**config.mk**
```make
export PLATFORM = sky130hd
export DESIGN_NAME = pulse_width_meter
export DESIGN_NICKNAME = d
export VERILOG_FILES = /design/src/rtl/pwmeas_pkg.sv /design/src/rtl/pwmeas_sync.sv /design/src/rtl/pwmeas_core.sv /design/src/rtl/pwmeas_fifo.sv /design/src/rtl/pulse_width_meter.sv
export SDC_FILE = /design/constraint.sdc
export NUM_CORES = 1
export LEC_CHECK = 0
export BUFFER_PORTS_ARGS = -buffer_cell sky130_fd_sc_hd__buf_2
export CAP_MARGIN = 20
export CORE_UTILIZATION = 30
export CTS_BUF_LIST = sky130_fd_sc_hd__clkbuf_4
export CTS_CLUSTER_DIAMETER = 120
export DETAILED_ROUTE_END_ITERATION = 12
export SLEW_MARGIN = 10
export SYNTH_ARGS = -nofsm -noshare
export SYNTH_HDL_FRONTEND = slang
export SYNTH_SLANG_ARGS = --single-unit
```
**constraint.sdc**
```tcl
create_clock -name clk -period 3.4 [get_ports clk]
set_input_delay 0.68 -clock clk [delete_from_list [all_inputs] [get_ports clk]]
set_output_delay 0.68 -clock clk [all_outputs]
set_load 0.01 [all_outputs]
```
**src/rtl/pwmeas_pkg.sv**
```systemverilog
package pwmeas_pkg;

  typedef enum logic [1:0] {
    MODE_SINGLE   = 2'b00,
    MODE_IMPLICIT = 2'b01,
    MODE_SAMPLED  = 2'b10,
    MODE_SINGLE_B = 2'b11
  } meas_mode_e;

  typedef enum logic [1:0] {
    ST_IDLE = 2'b00,
    ST_WAIT = 2'b01,
    ST_MEAS = 2'b10
  } meas_st_e;

  function automatic logic is_single(input logic [1:0] mode);
    return (mode == MODE_SINGLE) || (mode == MODE_SINGLE_B);
  endfunction

  function automatic logic is_sampled(input logic [1:0] mode);
    return mode == MODE_SAMPLED;
  endfunction

  function automatic logic leading(input logic now_act, input logic was_act);
    return now_act & ~was_act;
  endfunction

  function automatic logic trailing(input logic now_act, input logic was_act);
    return ~now_act & was_act;
  endfunction

endpackage

```
**src/rtl/pwmeas_sync.sv**
```systemverilog
module pwmeas_sync #(
  parameter int STAGES = 2
) (
  input  logic clk,
  input  logic rst_n,
  input  logic d_in,
  output logic lvl,
  output logic lvl_q
);
  logic [STAGES-1:0] chain;

  generate
    for (genvar i = 0; i < STAGES; i++) begin : g_stage
      if (i == 0) begin : g_first
        always_ff @(posedge clk or negedge rst_n) begin
          if (!rst_n) chain[0] <= 1'b0;
          else        chain[0] <= d_in;
        end
      end else begin : g_next
        always_ff @(posedge clk or negedge rst_n) begin
          if (!rst_n) chain[i] <= 1'b0;
          else        chain[i] <= chain[i-1];
        end
      end
    end
  endgenerate

  always_ff @(posedge clk or negedge rst_n) begin
    if (!rst_n) lvl_q <= 1'b0;
    else        lvl_q <= chain[STAGES-1];
  end

  assign lvl = chain[STAGES-1];
endmodule

```
**src/rtl/pwmeas_core.sv**
```systemverilog
module pwmeas_core
  import pwmeas_pkg::*;
#(
  parameter int CNT_W = 32
) (
  input  logic             clk,
  input  logic             rst_n,
  input  logic             arm,
  input  logic [1:0]       mode,
  input  logic             lead_evt,
  input  logic             trail_evt,
  input  logic             src_evt,
  input  logic             smp_evt,
  output logic             push,
  output logic [CNT_W-1:0] push_data,
  output meas_st_e         st,
  output logic [CNT_W-1:0] cnt,
  output logic             have_new,
  output logic             overrun,
  output logic             sat
);
  localparam logic [CNT_W-1:0] CNT_MAX = '1;

  logic [CNT_W-1:0] last_w;
  logic             trail_done;
  logic             smp_take;
  logic             single_m;
  logic             sampled_m;

  function automatic logic [CNT_W-1:0] first_count(input logic edge_now);
    return edge_now ? CNT_W'(1) : '0;
  endfunction

  function automatic logic [CNT_W-1:0] bump(input logic [CNT_W-1:0] v);
    return (v == CNT_MAX) ? v : v + CNT_W'(1);
  endfunction

  assign single_m   = is_single(mode);
  assign sampled_m  = is_sampled(mode);
  assign trail_done = (st == ST_MEAS) && trail_evt;
  assign smp_take   = sampled_m && (st != ST_IDLE) && smp_evt;

  always_comb begin
    push      = 1'b0;
    push_data = trail_done ? cnt : last_w;
    if (!arm) begin
      if (sampled_m) push = smp_take && (trail_done || have_new);
      else           push = trail_done;
    end
  end

  always_ff @(posedge clk or negedge rst_n) begin
    if (!rst_n) begin
      st       <= ST_IDLE;
      cnt      <= '0;
      last_w   <= '0;
      have_new <= 1'b0;
      overrun  <= 1'b0;
      sat      <= 1'b0;
    end else if (arm) begin
      st       <= ST_WAIT;
      cnt      <= '0;
      have_new <= 1'b0;
      overrun  <= 1'b0;
      sat      <= 1'b0;
    end else begin
      unique case (st)
        ST_WAIT: begin
          if (lead_evt) begin
            st  <= ST_MEAS;
            cnt <= first_count(src_evt);
          end
        end
        ST_MEAS: begin
          if (trail_evt) begin
            st <= single_m ? ST_IDLE : ST_WAIT;
            if (sampled_m) begin
              last_w   <= cnt;
              have_new <= 1'b1;
            end
          end else if (src_evt) begin
            if (cnt == CNT_MAX) sat <= 1'b1;
            cnt <= bump(cnt);
          end
        end
        default: ;
      endcase
      if (smp_take) begin
        if (trail_done || have_new) have_new <= 1'b0;
        else                        overrun  <= 1'b1;
      end
    end
  end
endmodule

```
**src/rtl/pwmeas_fifo.sv**
```systemverilog
module pwmeas_fifo #(
  parameter int W     = 32,
  parameter int DEPTH = 4
) (
  input  logic         clk,
  input  logic         rst_n,
  input  logic         clr_ovf,
  input  logic         push,
  input  logic [W-1:0] push_data,
  input  logic         pop_ready,
  output logic         rd_valid,
  output logic [W-1:0] rd_data,
  output logic         full,
  output logic         ovf
);
  localparam int PTR_W = (DEPTH > 1) ? $clog2(DEPTH) : 1;
  localparam int LVL_W = PTR_W + 1;
  localparam logic [LVL_W-1:0] LVL_FULL = LVL_W'(DEPTH);
  localparam logic [PTR_W-1:0] PTR_LAST = PTR_W'(DEPTH - 1);

  logic [W-1:0]     mem [DEPTH];
  logic [PTR_W-1:0] wr_p, rd_p;
  logic [LVL_W-1:0] level;
  logic             do_push, do_pop;

  function automatic logic [PTR_W-1:0] adv(input logic [PTR_W-1:0] p);
    return (p == PTR_LAST) ? '0 : p + PTR_W'(1);
  endfunction

  assign full     = (level == LVL_FULL);
  assign rd_valid = (level != '0);
  assign rd_data  = mem[rd_p];
  assign do_pop   = rd_valid && pop_ready;
  assign do_push  = push && !full;

  always_ff @(posedge clk) begin
    if (do_push) mem[wr_p] <= push_data;
  end

  always_ff @(posedge clk or negedge rst_n) begin
    if (!rst_n) begin
      wr_p  <= '0;
      rd_p  <= '0;
      level <= '0;
      ovf   <= 1'b0;
    end else begin
      if (do_push) wr_p <= adv(wr_p);
      if (do_pop)  rd_p <= adv(rd_p);
      case ({do_push, do_pop})
        2'b10:   level <= level + LVL_W'(1);
        2'b01:   level <= level - LVL_W'(1);
        default: ;
      endcase
      if (clr_ovf)          ovf <= 1'b0;
      else if (push && full) ovf <= 1'b1;
    end
  end
endmodule

```
**src/rtl/pulse_width_meter.sv**
```systemverilog
module pulse_width_meter
  import pwmeas_pkg::*;
#(
  parameter int CNT_W       = 32,
  parameter int DATA_W      = 32,
  parameter int FIFO_DEPTH  = 4,
  parameter int SYNC_STAGES = 2
) (
  input  logic              clk,
  input  logic              rst_n,
  input  logic              arm,
  input  logic [1:0]        cfg_mode,
  input  logic              cfg_gate_low,
  input  logic              cfg_src_fall,
  input  logic              gate_in,
  input  logic              src_in,
  input  logic              smp_in,
  input  logic              rd_ready,
  output logic              rd_valid,
  output logic [DATA_W-1:0] rd_data,
  output logic              overrun,
  output logic              fifo_ovf,
  output logic              sat_flag
);
  localparam int N_IN = 3;
  localparam int I_GATE = 0;
  localparam int I_SRC  = 1;
  localparam int I_SMP  = 2;

  logic [N_IN-1:0] raw_in, s_lvl, s_prev;

  assign raw_in = {smp_in, src_in, gate_in};

  generate
    for (genvar k = 0; k < N_IN; k++) begin : g_sync
      pwmeas_sync #(.STAGES(SYNC_STAGES)) u_sync (
        .clk   (clk),
        .rst_n (rst_n),
        .d_in  (raw_in[k]),
        .lvl   (s_lvl[k]),
        .lvl_q (s_prev[k])
      );
    end
  endgenerate

  logic gate_act, gate_act_q;
  logic lead_evt, trail_evt, src_evt, smp_evt;

  assign gate_act   = s_lvl[I_GATE]  ^ cfg_gate_low;
  assign gate_act_q = s_prev[I_GATE] ^ cfg_gate_low;
  assign lead_evt   = leading(gate_act, gate_act_q);
  assign trail_evt  = trailing(gate_act, gate_act_q);
  assign src_evt    = cfg_src_fall ? trailing(s_lvl[I_SRC], s_prev[I_SRC])
                                   : leading(s_lvl[I_SRC], s_prev[I_SRC]);
  assign smp_evt    = leading(s_lvl[I_SMP], s_prev[I_SMP]);

  logic             push_req;
  logic [CNT_W-1:0] push_val;
  meas_st_e         core_st;
  logic [CNT_W-1:0] width_cnt;
  logic             have_new;
  logic             fifo_full;
  logic [CNT_W-1:0] fifo_out;

  pwmeas_core #(.CNT_W(CNT_W)) u_core (
    .clk       (clk),
    .rst_n     (rst_n),
    .arm       (arm),
    .mode      (cfg_mode),
    .lead_evt  (lead_evt),
    .trail_evt (trail_evt),
    .src_evt   (src_evt),
    .smp_evt   (smp_evt),
    .push      (push_req),
    .push_data (push_val),
    .st        (core_st),
    .cnt       (width_cnt),
    .have_new  (have_new),
    .overrun   (overrun),
    .sat       (sat_flag)
  );

  pwmeas_fifo #(.W(CNT_W), .DEPTH(FIFO_DEPTH)) u_fifo (
    .clk       (clk),
    .rst_n     (rst_n),
    .clr_ovf   (arm),
    .push      (push_req),
    .push_data (push_val),
    .pop_ready (rd_ready),
    .rd_valid  (rd_valid),
    .rd_data   (fifo_out),
    .full      (fifo_full),
    .ovf       (fifo_ovf)
  );

  generate
    if (DATA_W > CNT_W) begin : g_pad
      assign rd_data = {{(DATA_W - CNT_W){1'b0}}, fifo_out};
    end else begin : g_nopad
      assign rd_data = fifo_out[DATA_W-1:0];
    end
  endgenerate
endmodule

```
### Word-level counts from Yosys, hierarchy flattened

Memory sizes are Yosys's and may differ from the RTL's.
Index checks and enable logic that the tools add are counted.

| storage, ports and cells | value |
|---|---|
| memories | 1 |
| register bits | 86 |
| output and inout port bits | 36 |
| word-level logic and storage cells | 117 |
| memory bits (writable) | 128 |

Memories:

| name | depth | width | read ports | clocked after Yosys merged registers in | write ports | line | text |
|---|---|---|---|---|---|---|---|
| u_fifo.mem | 4 | 32 | 1 | 0 | 1 | pwmeas_fifo.sv:21 | `logic [W-1:0] mem [DEPTH];` |

| cells by class | value |
|---|---|
| bitwise gates (word level) | 13 |
| add/sub/neg operators | 5 |
| eq/ne operators | 17 |
| mux-type cells | 37 |
| reductions and logical operators | 25 |

Operator list:

| kind | number |
|---|---|
| two-way mux 32 bit | 6 |
| case mux 32 bit (2 select lines) | 1 |
| adder 32 x 1 -> 32 bit, second input constant | 1 |
| == test 32 bit, second input constant | 1 |
| two-way mux 1 bit | 23 |
| nonzero test 2 bit | 7 |
| == test 2 bit, second input constant | 6 |
| two-way mux 2 bit | 5 |
| != test 3 bit, second input constant | 3 |
| AND reduction 4 bit | 2 |
| logical AND 1 bit | 7 |
| != test 3 x 2 -> 1 bit, second input constant | 2 |
| NOT 1 bit | 6 |
| case mux 3 bit (2 select lines) | 1 |
| nonzero test 3 bit | 2 |
| bitwise AND 1 bit | 5 |
| AND reduction 5 bit | 1 |
| adder 2 x 1 -> 2 bit, second input constant | 2 |
| == test 2 x 1 -> 1 bit, second input constant | 2 |
| != test 2 bit, second input constant | 2 |
| case mux 2 bit (2 select lines) | 1 |
| adder 3 x 1 -> 3 bit, second input constant | 1 |
| == test 3 bit, second input constant | 1 |
| AND reduction 3 bit | 1 |
| other kinds (6) | 8 |

### Depth between registers and ports, before layout

| logic depth | value |
|---|---|
| word-level depth | 11 |
| mapped depth | 13 |
| mapped depth without buffers | 12 |

### Cells and area by module

Synthesis repeated with hierarchy kept, for this count alone.

| second synthesis, totals | value |
|---|---|
| cells, all modules | 615 |
| area total of the unflattened synthesis | 9417.8 µm² |

Modules (own cells, without submodules):

| module | cells each | seq. area each (µm²) | times used | area each (µm²) |
|---|---|---|---|---|
| pwmeas_fifo | 211 | 4043.9 | 1 | 5159.9 |
| pwmeas_core | 387 | 1726.7 | 1 | 3976.3 |
| pwmeas_sync | 3 | 75.1 | 3 | 75.1 |
| pulse_width_meter | 8 | 0.0 | 1 | 56.3 |

### Least setup slack after synthesis

OpenSTA, ideal clock, no wires.

| timing path | value |
|---|---|
| path kind | input port to flip-flop |
| from | input port cfg_gate_low |
| to | memory u_fifo.mem[3][0], enable pin |
| arrival | 3285 ps |
| setup slack | -306 ps |
| stages | 6 |
| buffers on the path | 1 |
| cell sequence | or3b_4 -> a21oi_4 -> o22ai_1 -> a311o_1 -> buf_2 -> nor2_1 |

| on the way | value |
|---|---|
| cells in the longest elaborated chain, start to end | 11 |
| elaborated cells on any way between the ends | 12 |
| classes of those cells | 4 x mux; 4 x bitwise; 4 x reduce/logical |

Ends and longest elaborated chain:

| element | line | text |
|---|---|---|
| start, declared | pulse_width_meter.sv:13 | `input logic cfg_gate_low,` |
| XOR 1 bit | pulse_width_meter.sv:49 | `assign gate_act = s_lvl[I_GATE] ^ cfg_gate_low;` |
| NOT 1 bit | pwmeas_pkg.sv:29 | `return ~now_act & was_act;` |
| bitwise AND 1 bit (*) | pwmeas_pkg.sv:29 |  |
| logical AND 1 bit (*) | pwmeas_core.sv:40 | `assign trail_done = (st == ST_MEAS) && trail_evt;` |
| logical OR 1 bit | pwmeas_core.sv:47 | `if (sampled_m) push = smp_take && (trail_done \|\| have_new);` |
| logical AND 1 bit | pwmeas_core.sv:47 |  |
| two-way mux 1 bit (*) | pwmeas_core.sv:47 |  |
| two-way mux 1 bit (*) | pwmeas_core.sv:46 | `if (!arm) begin` |
| logical AND 1 bit (*) | pwmeas_fifo.sv:34 | `assign do_push = push && !full;` |
| two-way mux 1 bit (*) | pwmeas_fifo.sv:37 | `if (do_push) mem[wr_p] <= push_data;` |
| two-way mux 1 bit (not written as such) (*) | pwmeas_fifo.sv:37 |  |
| end, declared | pwmeas_fifo.sv:21 |  |

Mark *: on every way between the ends. The rest lies on a longest branch, timed or not.

### Worst setup path in the final report

| timing path | value |
|---|---|
| from | register u_fifo.rd_p[0] |
| to | output port rd_data[12] |

| on the way | value |
|---|---|
| cells in the longest elaborated chain, start to end | 1 |

Ends and longest elaborated chain:

| element | line | text |
|---|---|---|
| start, declared | pwmeas_fifo.sv:22 | `logic [PTR_W-1:0] wr_p, rd_p;` |
| start signal, assigned | pwmeas_fifo.sv:48 | `if (do_pop) rd_p <= adv(rd_p);` |
| memory (4 x 32 bit) | n/a |  |
| end, declared | pulse_width_meter.sv:20 | `output logic [DATA_W-1:0] rd_data,` |

Every way passes these cells.

==> flow_metrics.env <==
export IMPL_avgSynthCellArea_um2=15.28
export IMPL_hold_viol_final=0
export IMPL_wirelength_um=19470
export IMPL_numCtsBuffers=55
export IMPL_crit_path_start_kind="flop"
export IMPL_routedWlPerCell_um=17.29
export IMPL_synth_edff_count=128
export IMPL_leakage_uw=0.003915
export IMPL_fin_crit_sh_pct=81.96
export IMPL_clock_skew_ns=0.02875
export IMPL_min_period_ns=2.787
export IMPL_async_reset_ff_share_pct=40.19
export IMPL_dpl_hpwl_um=12200
export IMPL_fp_row_count=63
export IMPL_dieArea_um2=31570
export IMPL_arrival_ns=2.11
export IMPL_drv_slew=0
export IMPL_worst_ep_required_time_ns=2.72
export IMPL_synth_main_ff_cell="edfxtp_1"
export IMPL_crit_type="reg -> out"
export IMPL_dp_slack_ns=0.4126
export IMPL_yosysWarnings=0
export IMPL_drt_first_pass_iters=4
export IMPL_cts_sinks=214
export IMPL_cts_setup_buffers=0
export IMPL_fmax_mhz=358.9
export IMPL_drc=0
export IMPL_io_pins=47
export IMPL_ant_nets=0
export IMPL_vias_per_cell=4.960
export IMPL_syn_nets=626
export IMPL_grt_overflow_total=0
export IMPL_clockBufferDepth=3
export IMPL_synth_seq_cells=214
export IMPL_place_congestion=0.7820
export IMPL_yosysUniqueCellTypes=55
export IMPL_worstMarginPinSlew_ns=0.6729
export IMPL_p_int_uw=4560
export IMPL_hold_class="in -> reg"
export IMPL_via_count=5585
export IMPL_crit_fanout=18
export IMPL_seq_power_share_pct=45.4
export IMPL_power_uw=6204
export IMPL_grtUsageTotal_pct=13.07
export IMPL_grt_max_degree=61
export IMPL_syn_instance_count=606
export IMPL_path_clk_slew_ns=0.06
export IMPL_coreArea_um2=30030
export IMPL_slew_headroom_pct=54.73
export IMPL_p_sw_share_pct=26.49
export IMPL_clock_latency_ns=0.66
export IMPL_grt_pass1_vias=5809
export IMPL_grt_pass1_wl_um=31960
export IMPL_endpoint_kind="output pin"
export IMPL_drive_gt1_share_pct=37.41
export IMPL_drtIter0Drc=374
export IMPL_die_y_um=177.7
export IMPL_clkPwrFrac_pct=37.0
export IMPL_status="complete, no violations"
export IMPL_p_comb_share_pct=17.7
export IMPL_h_tree_depth=2
export IMPL_p_sw_uw=1643
export IMPL_antenna_found_initial=1
export IMPL_design_area_um2=10830
export IMPL_start_util_pct=30.83
export IMPL_cellPowerDensity_nw_per_um2=572.6
export IMPL_maxCapViolCount=0
export IMPL_area_growth_pct=17.00
export IMPL_netlist_area_um2=9260
export IMPL_fill_cells=2837
export IMPL_setup_violations=0
export IMPL_cts_resized_gates=0
export IMPL_worst_slack_ns=0.6133
export IMPL_dp_cells=1020
export IMPL_die_w_um=177.7
export IMPL_io_buffer_count=46
export IMPL_nNetsFinal=708
export IMPL_cts_hold_buffers=1
export IMPL_holdWs_ns=0.1397
export IMPL_root_buffer="clkbuf_4"
export IMPL_post_dp_cell_area_um2=10060
export IMPL_fin_cells=1126
export IMPL_cts_tree="done"
export IMPL_synth_seq_area_share_pct=64.75
export IMPL_rsz0062_at_grt="no"
export IMPL_peakVddDrop_mv=0.1887
-- cells by family after synthesis --
family,Yosys count,share of synthesized area [%]
muxes,102,16.36
buffers and inverters,58,2.567
and+or+nand+nor,140,8.891
adders and majority gates,9,1.297
AOI/OAI and AO/OA,80,5.851
xor gates and xnor gates,3,0.2838
DFF,214,64.75
-- cell usage in the layout, fill, tap and decap left out, types with 2 or more instances in the layout --
| master | instances |
|---|---|
| and4_1 | 3 |
| clkinv_1 | 10 |
| a41oi_1 | 7 |
| and3_1 | 12 |
| buf_2 | 45 |
| or3_1 | 3 |
| inv_1 | 16 |
| clkbuf_4 | 89 |
| mux2_4 | 2 |
| edfxtp_1 | 128 |
| xor2_1 | 2 |
| ha_1 | 8 |
| and2_1 | 4 |
| nand2_1 | 12 |
| o21a_1 | 2 |
| nor2_1 | 14 |
| nor2_4 | 4 |
| o211ai_1 | 2 |
| a31oi_1 | 52 |
| nor3_1 | 14 |
| dfrtp_1 | 85 |
| nand4_1 | 8 |
| clkinv_2 | 2 |
| nand3_1 | 24 |
| nor4_1 | 8 |
| mux2_2 | 66 |
| a21oi_1 | 6 |
| buf_12 | 5 |
| buf_4 | 16 |
| nand3b_1 | 19 |
| nor4b_1 | 2 |
| mux4_2 | 32 |
-- power by group through the flow --
stage	clock, uW	sequential, uW	combinational [uW]
6_report	2290	2810	1100
5_1_grt	2540	2820	1220
4_1_cts	2380	2810	1150
3_5_place_dp	0	2870	1140
3_3_place_gp	0	2870	1140
2_1_floorplan	0	2850	731
-- flip-flops by register name, summed over array words and instances, names as in the netlist, 2 cells and up --
| name | cells |
|---|---|
| u_core.st | 2 |
| u_core.cnt | 32 |
| u_fifo.level | 3 |
| u_fifo.wr_p | 2 |
| u_core.last_w | 32 |
| u_fifo.mem | 128 |
| u_fifo.rd_p | 2 |
| g_sync.u_sync.chain | 3 |
| g_sync.u_sync.lvl_q | 3 |
| g_sync.u_sync.lvl | 3 |
-- final timing paths --
check	cells after the start	end	slack (ns)	start
hold / removal	1	g_sync[0].u_sync.chain[0]$_DFF_PN0_	0.14	gate_in
hold reg to reg	0	g_sync[1].u_sync.lvl$_DFF_PN0_	0.35	g_sync[1].u_sync.chain[0]$_DFF_PN0_
max in group asynchronous	3	u_core.last_w[2]$_DFFE_PN0P_	2.18	rst_n
setup / recovery	3	rd_data[12]	0.61	u_fifo.rd_p[0]$_DFFE_PN0P_
min in group asynchronous	2	u_core.have_new$_DFF_PN0_	0.56	rst_n
setup reg to reg	7	u_fifo.mem[0][0]$_DFFE_PP_	0.78	g_sync[0].u_sync.lvl$_DFF_PN0_
-- worst max-delay path, cell delays in order, from the launching register on --
cell     delay, ns
dfrtp_2       0.36
buf_4         0.34
mux4_2        0.58
buf_2         0.16
-- stage by stage --
stage	utilization, %	setup TNS [ns]
final	36.07	0
after global routing	36.07	0
after CTS	36.07	0
after detailed placement	33.51	0
after global placement	33.51	0
after floorplan	-	-39.22
-- cells in the mapped netlist (all sizes together) (8+ instances only) --
master  count  area (um^2)
nand2      12        45.04
nand3b     19        142.6
nor2       19        71.32
nor4        9        62.56
mux2       69        784.5
nor3       14        70.07
mux4       32        720.7
and3       12        75.07
nand4       8        50.05
a31oi      52        325.3
inv        16        60.06
nand3      25        125.1
clkbuf     28        105.1
ha          8        100.1
edfxtp    128         3844
buf        14        72.56
dfrtp      86         2152
-- routing by layer --
layer  share of wire (%)  GRT usage [%]
met5                   0              0
met4                 1.3          4.630
met3                 4.7          2.871
met2                  48          20.57
met1                  46          17.72
-- final cells by class --
type | instances | area [um^2] | area share, %
flip-flops and latches | 214 | 5997 | 55.35
multi-input cells | 334 | 3073 | 28.36
clock buffers | 89 | 668.1 | 6.167
well taps | 390 | 488.0 | 4.504
repair buffers | 67 | 455.4 | 4.204
clock inverters | 15 | 90.09 | 0.8315
inverters | 16 | 60.06 | 0.5543
diodes | 1 | 2.502 | 0.02310
(Power assumes the default switching activity.)
